File: config.mk
export PLATFORM = sky130hd
export DESIGN_NAME = ddc_mode_ctrl
export DESIGN_NICKNAME = d
export VERILOG_FILES = /design/src/rtl/ddc_mode_pkg.sv /design/src/rtl/ddc_pulse_counter.sv /design/src/rtl/ddc_mode_fsm.sv /design/src/rtl/ddc_mode_ctrl.sv
export SDC_FILE = /design/constraint.sdc
export NUM_CORES = 1
export LEC_CHECK = 0
export ABC_CLOCK_PERIOD_IN_PS = 1310
export BUFFER_PORTS_ARGS = -buffer_cell sky130_fd_sc_hd__buf_2
export CORE_MARGIN = 5
export CORE_UTILIZATION = 45
export DETAILED_ROUTE_END_ITERATION = 10
export PLACE_DENSITY_LB_ADDON = 0.1
export SLEW_MARGIN = 30
export SYNTH_ARGS = -nofsm -noshare
export SYNTH_HDL_FRONTEND = slang
export SYNTH_HIERARCHICAL = 1
export SYNTH_SLANG_ARGS = --single-unit
File: constraint.sdc
create_clock -name clk -period 1.31 [get_ports clk]
set_clock_uncertainty 0.05 [all_clocks]
set_input_delay 0 -clock clk [delete_from_list [all_inputs] [get_ports clk]]
set_output_delay 0 -clock clk [all_outputs]
set_load 0.01 [all_outputs]
File: src/rtl/ddc_mode_pkg.sv
package ddc_mode_pkg;
    typedef enum logic [1:0] {
        MODE_TXONLY = 2'b00,
        MODE_TRANS  = 2'b01,
        MODE_BIDIR  = 2'b10
    } mode_e;
endpackage

File: src/rtl/ddc_pulse_counter.sv
module ddc_pulse_counter #(
    parameter int LIMIT = 128,
    parameter int CW    = 8
) (
    input  logic          clk,
    input  logic          rst_n,
    input  logic          clr,
    input  logic          inc,
    output logic [CW-1:0] count,
    output logic          reached
);
    localparam logic [CW-1:0] LIM_V = CW'(LIMIT);

    always_ff @(posedge clk or negedge rst_n) begin
        if (!rst_n)              count <= '0;
        else if (clr)            count <= '0;
        else if (inc && count != LIM_V) count <= count + 1'b1;
    end

    assign reached = (count == LIM_V);

    AST_CNT_SATURATES: assert property (@(posedge clk) disable iff (!rst_n)
        count <= LIM_V);
    AST_CLEAR_ZEROES: assert property (@(posedge clk) disable iff (!rst_n)
        clr |=> count == '0);
endmodule

File: src/rtl/ddc_mode_fsm.sv
module ddc_mode_fsm
    import ddc_mode_pkg::*;
(
    input  logic  clk,
    input  logic  rst_n,
    input  logic  scl_fall,
    input  logic  addr_hit,
    input  logic  timeout,
    input  logic  vclk_level,
    output mode_e state,
    output logic  cnt_clr,
    output logic  restart,
    output logic  wr_en
);
    mode_e state_d;

    always_comb begin
        state_d = state;
        unique case (state)
            MODE_TXONLY: if (scl_fall) state_d = MODE_TRANS;
            MODE_TRANS: begin
                if (addr_hit)                 state_d = MODE_BIDIR;
                else if (timeout && !scl_fall) state_d = MODE_TXONLY;
            end
            MODE_BIDIR:  state_d = MODE_BIDIR;
            default:     state_d = MODE_TXONLY;
        endcase
    end

    // state register
    always_ff @(posedge clk or negedge rst_n) begin
        if (!rst_n) state <= MODE_TXONLY;
        else        state <= state_d;
    end

    // registered outputs
    always_ff @(posedge clk or negedge rst_n) begin
        if (!rst_n) restart <= 1'b0;
        else        restart <= (state == MODE_TRANS) && (state_d == MODE_TXONLY);
    end

    assign cnt_clr = scl_fall || (state != MODE_TRANS);
    assign wr_en   = (state == MODE_BIDIR) && vclk_level;

    AST_BIDIR_LOCKED: assert property (@(posedge clk) disable iff (!rst_n)
        state == MODE_BIDIR |=> state == MODE_BIDIR);
    AST_RESTART_SINGLE: assert property (@(posedge clk) disable iff (!rst_n)
        restart |=> !restart);
    AST_RESTART_AFTER_TRANS: assert property (@(posedge clk) disable iff (!rst_n)
        restart |-> (state == MODE_TXONLY && $past(state) == MODE_TRANS));
    AST_FALL_ENTERS_TRANS: assert property (@(posedge clk) disable iff (!rst_n)
        (state == MODE_TXONLY && scl_fall) |=> state == MODE_TRANS);
    AST_HIT_LOCKS: assert property (@(posedge clk) disable iff (!rst_n)
        (state == MODE_TRANS && addr_hit) |=> state == MODE_BIDIR);
    AST_WE_ONLY_BIDIR: assert property (@(posedge clk) disable iff (!rst_n)
        wr_en |-> state == MODE_BIDIR);
endmodule

File: src/rtl/ddc_mode_ctrl.sv
module ddc_mode_ctrl
    import ddc_mode_pkg::*;
#(
    parameter int IDLE_PULSES = 128,
    parameter int CNT_W       = $clog2(IDLE_PULSES + 1)
) (
    input  logic       clk,
    input  logic       rst_n,
    input  logic       scl_fall,
    input  logic       vclk_rise,
    input  logic       vclk_level,
    input  logic       addr_hit,
    output logic [1:0] mode,
    output logic       restart,
    output logic       wr_en
);
    mode_e            state;
    logic             cnt_clr;
    logic             timeout;
    logic [CNT_W-1:0] pulse_cnt;

    ddc_pulse_counter #(.LIMIT(IDLE_PULSES), .CW(CNT_W)) u_cnt (
        .clk     (clk),
        .rst_n   (rst_n),
        .clr     (cnt_clr),
        .inc     (vclk_rise),
        .count   (pulse_cnt),
        .reached (timeout)
    );

    ddc_mode_fsm u_fsm (
        .clk        (clk),
        .rst_n      (rst_n),
        .scl_fall   (scl_fall),
        .addr_hit   (addr_hit),
        .timeout    (timeout),
        .vclk_level (vclk_level),
        .state      (state),
        .cnt_clr    (cnt_clr),
        .restart    (restart),
        .wr_en      (wr_en)
    );

    assign mode = state;

    AST_COUNT_IDLE_OUTSIDE_TRANS: assert property (@(posedge clk) disable iff (!rst_n)
        (state != MODE_TRANS) |=> (state != MODE_TRANS || pulse_cnt == '0));
endmodule

Word-level counts from Yosys, hierarchy flattened
Index checks and enable logic that the tools add are counted.
{"block": "totals", "register_bits": 11, "input_bits": 6, "out_inout_bits": 4}
{"block": "classes", "n_addsub": 1, "eq_ne": 5, "muxes": 6, "reduce_logical": 9}
{"cell": "$mux W8", "n": 2}
{"cell": "$add A8 B1 Y8 const B", "n": 1}
{"cell": "$eq A8 B8 Y1 const B", "n": 1}
{"cell": "$ne A8 B8 Y1 const B", "n": 1}
{"cell": "$mux W2", "n": 3}
{"cell": "$pmux W2 S3", "n": 1}
{"cell": "$logic_and A1 B1 Y1", "n": 4}
{"cell": "$logic_not A2 Y1", "n": 2}
{"cell": "$eq A2 B1 Y1 const B", "n": 1}
{"cell": "$eq A2 B2 Y1 const B", "n": 1}
{"cell": "$ne A2 B1 Y1 const B", "n": 1}
{"cell": "$reduce_bool A2 Y1", "n": 1}
{"cell": "$logic_not A1 Y1", "n": 1}
{"cell": "$logic_or A1 B1 Y1", "n": 1}

Longest topological paths before layout
Gate-level depths: netlist (run 1).
{"block": "depth", "word_depth": 7, "depth_mapped": 5}

Modules after synthesis
Netlist (run 1), hierarchy kept.
{"mod": "ddc_pulse_counter", "n_inst": 1, "cells_each": 49, "area_each_um2": 459.2, "seq_area_each_um2": 200.2}
{"mod": "ddc_mode_fsm", "n_inst": 1, "cells_each": 12, "area_each_um2": 138.9, "seq_area_each_um2": 75.1}

Least setup slack after synthesis (run 1)
No wires, ideal clock.
{"block": "synth_timing", "path_type": "reg2reg", "from": "register u_cnt.count[0]", "to": "register u_cnt.count[0]", "setup_ns": 0.125, "arrival_ns": 1.251, "t_required_ns": 1.135, "setup_slack_ns": -0.115, "path_stages_with_launch": 5, "period_less_slack_ns": 1.425, "path_cell_list": "dfrtp_1 -> inv_1 -> ha_1 -> a41oi_1 -> mux2_2"}
{"block": "synth_via", "elab_chain_len": 3, "word_cells_on_any_way": 6}
{"element": "start, declared", "line_no": "ddc_pulse_counter.sv:9", "rtl": "output logic [CW-1:0] count,"}
{"element": "start signal, assigned", "line_no": "ddc_pulse_counter.sv:17", "rtl": "else if (inc && count != LIM_V) count <= count + 1'b1;"}
{"element": "$add A8 B1 Y8 or $ne A8 B8 Y1 (tied branches)", "line_no": "ddc_pulse_counter.sv:17"}
{"element": "$mux W8 or $logic_and A1 B1 Y1 (tied branches)", "line_no": "ddc_pulse_counter.sv:17"}
{"element": "$mux W8 or $reduce_bool A2 Y1 (tied branches)"}
Parallel ways exist; a longest one is shown, timed or not. The select of a mux whose other input is x is not followed.
A chain may end at the register's enable or synchronous reset.

Final worst setup path (run 1)
{"block": "layout_timing", "from": "register u_cnt.count[6]", "to": "register u_cnt.count[0]"}
{"block": "layout_via", "elab_chain_len": 3}
{"element": "$ne A8 B8 Y1", "line_no": "ddc_pulse_counter.sv:17"}
{"element": "$logic_and A1 B1 Y1", "line_no": "ddc_pulse_counter.sv:17"}
{"element": "$reduce_bool A2 Y1 (no source line)"}
Every way passes these cells.

==> results of run 1 <==
-- final cells by class --
type | count | area share, %
clock buffer | 4 | 2.88
inverter | 5 | 2.06
multi-input combinational | 44 | 41.2
sequential | 11 | 30.9
tap | 15 | 2.06
timing repair buffer | 27 | 21.0
-- logic make-up (layout without fill, tap and decap cells) --
group           after synthesis  after routing
compound gates               12             12
fa+ha+maj                     2              2
mux                           2              2
xor+xnor                      2              2
simple gates                 26             26
buf+inv                       6             36
flops                        11             11
-- synthesized netlist by cell type (all sizes together) --
library cell / instances / area (µm²)
nor3b: 2 / 20.0
ha: 2 / 25.0
nor2b: 1 / 6.26
dfrtp: 11 / 275
a41o: 1 / 10.0
inv: 5 / 18.8
nand3b: 2 / 15.0
mux2: 1 / 11.3
o31ai: 1 / 7.51
or3b: 1 / 8.76
nor2: 5 / 18.8
xor2: 2 / 17.5
nand3: 1 / 5.00
nand4: 3 / 25.0
nand2b: 2 / 12.5
and4: 1 / 8.76
o21a: 1 / 7.51
nor3: 1 / 5.00
buf: 1 / 3.75
a21oi: 5 / 25.0
o21ai: 3 / 15.0
mux2i: 1 / 10.0
nand2: 4 / 15.0
or4: 1 / 7.51
or3: 2 / 15.0
a41oi: 1 / 8.76
-- power by group --
group | switching, mW | leakage [nW] | internal (mW) | total [mW]
Combinational | 0.171 | 0.247 | 0.196 | 0.367
Sequential | 0.0249 | 0.143 | 0.377 | 0.402
Clock | 0.120 | 0.0150 | 0.118 | 0.238
-- cells in the final DEF, fill, tap and decap left out, drive strengths merged, types with 2 or more instances in the layout --
master / instances
a21oi: 5
buf: 24
clkbuf: 4
dfrtp: 11
dlygate4sd3: 3
ha: 2
inv: 5
nand2: 4
nand2b: 2
nand3b: 2
nand4: 3
nor2: 5
nor3b: 2
o21ai: 3
or3: 2
xor2: 2
-- per-layer routing --
| metal | up-vias | global-route usage [%] |
|---|---|---|
| met5 | - | 0 |
| met4 | 0 | 13.6 |
| met3 | 4 | 3.52 |
| met2 | 7 | 22.3 |
| met1 | 262 | 22.8 |
| li1 | 278 | - |
-- what timing repair did --
action,CTS,global route
hold buffers,3,0
endpoints found under the setup margin,4,8
resized for setup,6,9
hold endpoints to repair,14,0
setup buffers,1,2
pin swaps,6,3
-- stage by stage --
| step | setup TNS (ns) | hold WS (ns) |
|---|---|---|
| floorplan | -0.0182 | -0.346 |
| global placement | -0.0285 | -0.165 |
| detailed placement | -0.0502 | -0.163 |
| CTS | -0.0260 | 0.0433 |
| global route | -0.237 | 0.0622 |
| finish | -0.000258 | 0.0583 |
-- worst max-delay path, delay by kind of cell (launching register included) --
family             cells  cell delay [ns]
and+or+nand+nor        1             0.23
muxes                  1             0.31
AOI/OAI and AO/OA      1             0.16
DFF                    1             0.44
-- final timing paths --
kind                                     start             end  slack, ns
min in group asynchronous                rst_n  u_cnt/count[1]       0.07
worst max register to register  u_cnt/count[6]  u_cnt/count[0]    -0.0003
worst max-delay path            u_cnt/count[6]  u_cnt/count[0]    -0.0003
max in group asynchronous                rst_n  u_cnt/count[2]       0.91
worst min register to register  u_cnt/count[1]  u_cnt/count[1]       0.54
worst min-delay path                 vclk_rise  u_cnt/count[2]       0.06
-- registers in the layout, summed over array words and instances (netlist names) --
register,flops
u_cnt/count,8
u_fsm/restart,1
u_fsm/state,2
==> impl_metrics.json, run 1 <==
{
  "relSlewSlack_pct": 81.8,
  "drc": 0,
  "slowest_delay_ns": 0.44,
  "fmax_mhz": 763,
  "grt-ovfl-total": 0,
  "avgSynthCellArea_um2": 9.80,
  "whs_path_depth": 4,
  "hp-class": "input port to register",
  "finalPower_mw": 1.01,
  "dpl.hpwl_um": 984,
  "seq_area_um2": 282,
  "clkSinkCount": 11,
  "wl_met1_um": 715,
  "peakVddDrop_mv": 0.796,
  "start_util_pct": 46.5,
  "viasPerCell": 5.20,
  "synthCells": 61,
  "wl_per_cell_um": 13.6,
  "ys_warn_count": 6,
  "design.core.area_um2": 1280,
  "grt_pass1_wl_mm": 2.38,
  "boundaryPins": 10,
  "slew_viol_final": 0,
  "period_minus_slack_ns": 1.31,
  "wl_met2_um": 634,
  "cp_max_fo": 4,
  "multi_input_area_um2": 375,
  "setup_slack_ns": -0.000258,
  "clockBufferDepth": 2,
  "worstRegToRegCells": 3,
  "ctsHtreeMaxLevel": 1,
  "fp.dieW_um": 46.5,
  "synth_cell_types": 28,
  "ctsRootBufferMaster": "clkbuf_4",
  "cp_cell_sequence": "nor3_4 > a41oi_2 > mux2_4",
  "status": "finished, violations left",
  "layout.cells.non_filler": 106,
  "path_class": "register to register",
  "place_area_um2": 778,
  "worst_setup_path_end_kind": "register",
  "cts.clk_slew.worst_paths_ns": 0.07,
  "cp_slowest_cell": "dfrtp_2",
  "grt_max_degree": 12,
  "drive_gt1_share_pct": 52.7,
  "dpl.cell_count": 96,
  "final_hold_viol_count": 0,
  "mappedNetlistArea_um2": 598,
  "highest_layer": "met4",
  "gp_congestion": 0.805,
  "synth_top_family_by_area": "simple AND/OR/NAND/NOR gates",
  "post-route-period-util_pct": 100,
  "first_global_vias": 534,
  "cts_tree": "built",
  "place_ws_ns": -0.0349,
  "required_ns": 1.42,
  "leakagePower_nw": 0.405,
  "area_growth_pct": 52.5,
  "diodes": 0,
  "power.density_nw_per_um2": 1100,
  "placementRows": 13,
  "dr.pass1.iters": 4,
  "synth_nets": 69,
  "tightest_slew_ns": 0.270,
  "violations": "setup timing",
  "synthSimpleGateAreaFrac_pct": 27.2,
  "wl_met3_um": 47,
  "synth_fa_ha_area_share_pct": 4.18,
  "stdcell_area_um2": 912,
  "setup_violations": 1,
  "drt_iter0_markers": 9,
  "start_kind": "register",
  "insertion_delay_ns": 0.27,
  "grt_usage_pct": 16.8,
  "die_y_um": 46.5,
  "vias": 551,
  "drt-total-wl_mm": 1.44,
  "nNetsFinal": 100,
  "final_util_pct": 71.0,
  "yosysSeqAreaShare_pct": 46.0,
  "arrival_ns": 1.42,
  "die_area_um2": 2160,
  "nFillCells": 102,
  "synth_seq_cells": 11,
  "cts_made_buffers": 3,
  "synth-compound-area-share_pct": 12.3,
  "synth_mux_area_share_pct": 3.56,
  "maxCapViolations": 0,
  "ant_nets": 0,
  "io_buffers": 9,
  "antenna_found_initial": 0,
  "synth-xor-area-share_pct": 2.93,
  "rsz0062_at_grt": "yes"
}
(Power assumes the default switching activity.)
==> run 2: changes to the inputs <==
- ABC_CLOCK_PERIOD_IN_PS: 1310 -> 1600
- CORE_AREA: default -> 5 5 42 44
- CORE_MARGIN: 5 -> default
- CORE_UTILIZATION: 45 -> default
- DIE_AREA: default -> 0 0 47 49
- clock period: 1.31 -> 1.6 ns (I/O delays scaled with it)
==> impl_metrics.json, run 2 (synthesized netlist as in run 1, its figures left out) <==
{
  "status": "finished, final reports clean",
  "crit_family": "flip-flops",
  "ant_nets": 0,
  "fp.dieW_um": 47,
  "area_growth_pct": 23.4,
  "cts_resized": 0,
  "viasPerCell": 5.20,
  "grt_usage_pct": 12.3,
  "rsz0062_at_grt": "no",
  "nNetsFinal": 88,
  "seq_area_um2": 275,
  "design.core.area_um2": 1400,
  "clkSinkCount": 11,
  "dr.pass1.iters": 6,
  "start_kind": "register",
  "ctsRootBufferMaster": "clkbuf_4",
  "leakagePower_nw": 0.322,
  "min_from": "vclk_rise",
  "whs_ns": 0.0461,
  "min_delay_worst_endpoint": "u_cnt/count[2]",
  "fin_setup_tns_ns": 0,
  "arrival_ns": 1.59,
  "drc": 0,
  "grt_max_degree": 12,
  "largest_reg_flops": 8,
  "reg2reg_to": "u_cnt/count[0]",
  "cts_made_buffers": 3,
  "mostFrequentLayoutCells": "dfrtp_1, buf_2, inv_1, nor2_1, a21oi_1",
  "io_buffers": 9,
  "reg.largest.list": "u_cnt/count (8), u_fsm/state (2), u_fsm/restart (1)",
  "wl_per_cell_um": 12.5,
  "postCtsHoldBufs": 3,
  "cp_cell_sequence": "inv_1 > ha_1 > a41oi_1 > mux2_2",
  "maxCapViolations": 0,
  "fmax_mhz": 673,
  "whs_path_depth": 4,
  "final_hold_viol_count": 0,
  "drt-total-wl_mm": 1.19,
  "placementRows": 14,
  "first_global_vias": 489,
  "insertion_delay_ns": 0.26,
  "r2r_start": "u_cnt/count[1]",
  "top_register": "u_cnt/count",
  "cts_setup_buffers": 0,
  "worst_setup_path_end_kind": "register",
  "crit_path_start": "u_cnt/count[1]",
  "peakVddDrop_mv": 0.717,
  "cts.clk_slew.worst_paths_ns": 0.07,
  "diodes": 0,
  "grt_pass1_wl_mm": 2.08,
  "worst-path-buf-inv": 1,
  "slew_viol_final": 0,
  "start_util_pct": 42.7,
  "dpl.hpwl_um": 896,
  "required_ns": 1.70,
  "vias": 494,
  "slowest_delay_ns": 0.43,
  "grt-ovfl-total": 0,
  "cts_tree": "built",
  "hp-class": "input port to register",
  "r2r_slack_ns": 0.12,
  "setup_violations": 0,
  "drt_iter0_markers": 10,
  "multi_input_area_um2": 300,
  "relSlewSlack_pct": 76.9,
  "die_area_um2": 2300,
  "final_common_cell": "dfrtp_1",
  "power.density_nw_per_um2": 988,
  "cp_slowest_cell": "dfrtp_1",
  "final_util_pct": 52.7,
  "die_y_um": 49,
  "drive_gt1_share_pct": 25.3,
  "clockBufferDepth": 2,
  "worstRegToRegCells": 4,
  "tightest_slew_ns": 0.343,
  "antenna_found_initial": 0,
  "boundaryPins": 10,
  "gp_congestion": 0.786,
  "post-route-period-util_pct": 92.8,
  "period_minus_slack_ns": 1.48,
  "ctsHtreeMaxLevel": 1,
  "path_class": "register to register",
  "nFillCells": 137,
  "cp_max_fo": 6
}
==> run 2: metrics by stage <==
stage               cell area, µm²  total power, mW  std cells  setup WS [ns]
floorplan                      598            0.448         61          0.175
global route                   738            0.787         95         0.0388
global placement               682            0.544         88          0.144
detailed placement             682            0.545         88          0.119
CTS                            738            0.740         95          0.114
finish                         738            0.730         95          0.115
==> run 2: where the power goes <==
group | leakage [nW] | internal (mW) | switching (mW) | total, mW
registers | 0.150 | 0.306 | 0.0209 | 0.327
clock network | 0.0150 | 0.0964 | 0.0884 | 0.185
logic | 0.157 | 0.106 | 0.111 | 0.217
==> run 2: layout make-up <==
type | count | share of cell area [%]
Clock buffer | 4 | 3.56
Sequential cell | 11 | 37.3
Inverter | 5 | 2.54
Tap cell | 16 | 2.71
Timing Repair Buffer | 15 | 13.2
Multi-Input combinational cell | 44 | 40.7
==> run 2: worst reg2reg max path: cells and delay by family, from the launching register on <==
| kind | cells | cell delay, ns |
|---|---|---|
| buf+inv | 1 | 0.06 |
| flops | 1 | 0.43 |
| mux | 1 | 0.37 |
| compound gates | 1 | 0.26 |
| fa+ha+maj | 1 | 0.20 |
==> run 2: worst max-delay path by stage <==
stage / end / slack, ns / cells after the start
2_1_floorplan: u_cnt/count[0] / 0.17 / 4
3_3_place_gp: u_cnt/count[0] / 0.14 / 4
3_5_place_dp: u_cnt/count[0] / 0.12 / 4
5_1_grt: u_cnt/count[0] / 0.04 / 4
4_1_cts: u_cnt/count[0] / 0.11 / 4
6_report: u_cnt/count[0] / 0.12 / 4
==> run 2: layer usage <==
metal	wire (µm)	vias to the layer above	GRT usage, %
met1	612	234	16.5
li1	-	252	-
met3	44	0	3.32
met5	0	-	0
met2	530	8	17.9
met4	0	0	5.53
==> run 3: changes to the inputs <==
- CORE_AREA: 5 5 42 44 -> default
- CORE_ASPECT_RATIO: default -> 1.75
- CORE_MARGIN: default -> 5
- CORE_UTILIZATION: default -> 25
- DIE_AREA: 0 0 47 49 -> default
==> impl_metrics.json, run 3 (synthesized netlist as in run 1, its figures left out) <==
{
  "status": "finished, final reports clean",
  "drive_gt1_share_pct": 25.6,
  "hp-class": "input port to register",
  "slew_viol_final": 0,
  "viasPerCell": 4.87,
  "die_y_um": 74.7,
  "fmax_mhz": 661,
  "maxCapViolations": 0,
  "nNetsFinal": 87,
  "rsz0062_at_grt": "no",
  "insertion_delay_ns": 0.24,
  "dr.pass1.iters": 3,
  "antenna_found_initial": 0,
  "grt_usage_pct": 9.86,
  "drt-total-wl_mm": 1.42,
  "grt_pass1_wl_mm": 2.35,
  "drt_iter0_markers": 14,
  "path_class": "register to register",
  "start_kind": "register",
  "required_ns": 1.67,
  "final_hold_viol_count": 0,
  "gp_congestion": 0.689,
  "cp_max_fo": 6,
  "ctsHtreeMaxLevel": 1,
  "boundaryPins": 10,
  "final_util_pct": 33.4,
  "cts_tree": "built",
  "post-route-period-util_pct": 94.6,
  "clkSinkCount": 11,
  "fin_setup_tns_ns": 0,
  "period_minus_slack_ns": 1.51,
  "leakagePower_nw": 0.325,
  "grt-ovfl-total": 0,
  "power.density_nw_per_um2": 1070,
  "clockBufferDepth": 2,
  "largest_reg_flops": 8,
  "grt_max_degree": 12,
  "die_area_um2": 3510,
  "ant_nets": 0,
  "mostFrequentLayoutCells": "dfrtp_1, buf_2, inv_1, nor2_1, a21oi_1",
  "cts.clk_slew.worst_paths_ns": 0.05,
  "area_growth_pct": 28.5,
  "final_common_cell": "dfrtp_1",
  "arrival_ns": 1.59,
  "placementRows": 23,
  "dpl.hpwl_mm": 1.08,
  "vias": 502,
  "top_register": "u_cnt/count",
  "io_buffers": 9,
  "first_global_vias": 515,
  "setup_violations": 0,
  "worst_setup_path_end_kind": "register",
  "cts_made_buffers": 3,
  "cts_setup_buffers": 0,
  "drc": 0,
  "peakVddDrop_mv": 0.585,
  "diodes": 0,
  "ctsRootBufferMaster": "clkbuf_8",
  "nFillCells": 252,
  "design.core.area_um2": 2300,
  "relSlewSlack_pct": 71.8,
  "start_util_pct": 26.0,
  "tightest_slew_ns": 0.419,
  "wl_per_cell_um": 13.8,
  "fp.dieW_um": 47.0,
  "reg.largest.list": "u_cnt/count (8), u_fsm/state (2), u_fsm/restart (1)"
}
## run 3: cell types whose count changed in the layout (fill, tap and decap cells not counted)
cell	before	now
a41oi_2	0	1
clkbuf_4	3	0
a41oi_1	1	0
buf_4	3	2
clkbuf_8	0	3
## run 3: per-stage QoR
stage          cell area [µm²]  std cells  hold slack [ns]  setup WS (ns)  power [mW]
6_report                   768        103           0.0923         0.0866       0.824
2_1_floorplan              598         61           -0.346          0.175       0.448
3_5_place_dp               686         96           -0.153         0.0746       0.545
5_1_grt                    768        103            0.111         0.0410       0.890
3_3_place_gp               686         96           -0.151         0.0981       0.549
4_1_cts                    761        103           0.0840         0.0509       0.840
## run 3: path summary, 6_finish.rpt
path                                 from             end  slack (ns)  depth (start not counted)
setup / recovery           u_cnt/count[2]  u_cnt/count[0]        0.09                          3
hold / removal                  vclk_rise  u_cnt/count[2]        0.09                          4
setup reg to reg           u_cnt/count[2]  u_cnt/count[0]        0.09                          3
hold reg to reg            u_fsm/state[1]  u_fsm/state[0]        0.53                          2
max in group asynchronous           rst_n  u_cnt/count[2]        1.18                          2
min in group asynchronous           rst_n  u_cnt/count[5]        0.12                          2
## run 3: power by group
group	switching (mW)	internal (mW)
clock	0.106	0.175
sequential	0.0257	0.307
combinational	0.109	0.102
## run 3: area by class of cell
class	count	area, µm²	share of cell area [%]
Clock buffer	4	45.0	5.86
Inverter	5	18.8	2.44
Multi-Input combinational cell	44	308	40.1
Sequential cell	11	275	35.8
Tap cell	25	31.3	4.07
Timing Repair Buffer	14	90.1	11.7
## run 3: critical path, cell delays in order, from the launching register on
cell and delay [ns]:
dfrtp_1 0.44, nor3_1 0.40, a41oi_2 0.21, mux2_2 0.30
## run 3: layer usage
layer	global-route usage (%)	share of wire, %	vias up
met4	7.38	1.3	0
met2	17.7	57	10
met3	1.44	4.0	2
met5	0	0	-
met1	9.47	38	239
li1	-	-	251
## run 3: repair_timing
item / in CTS / in global routing
hold buffers: 3 / 0
endpoints found under the setup margin: 0 / 1
hold endpoints to repair: 14 / 0
resized for setup: 0 / 1
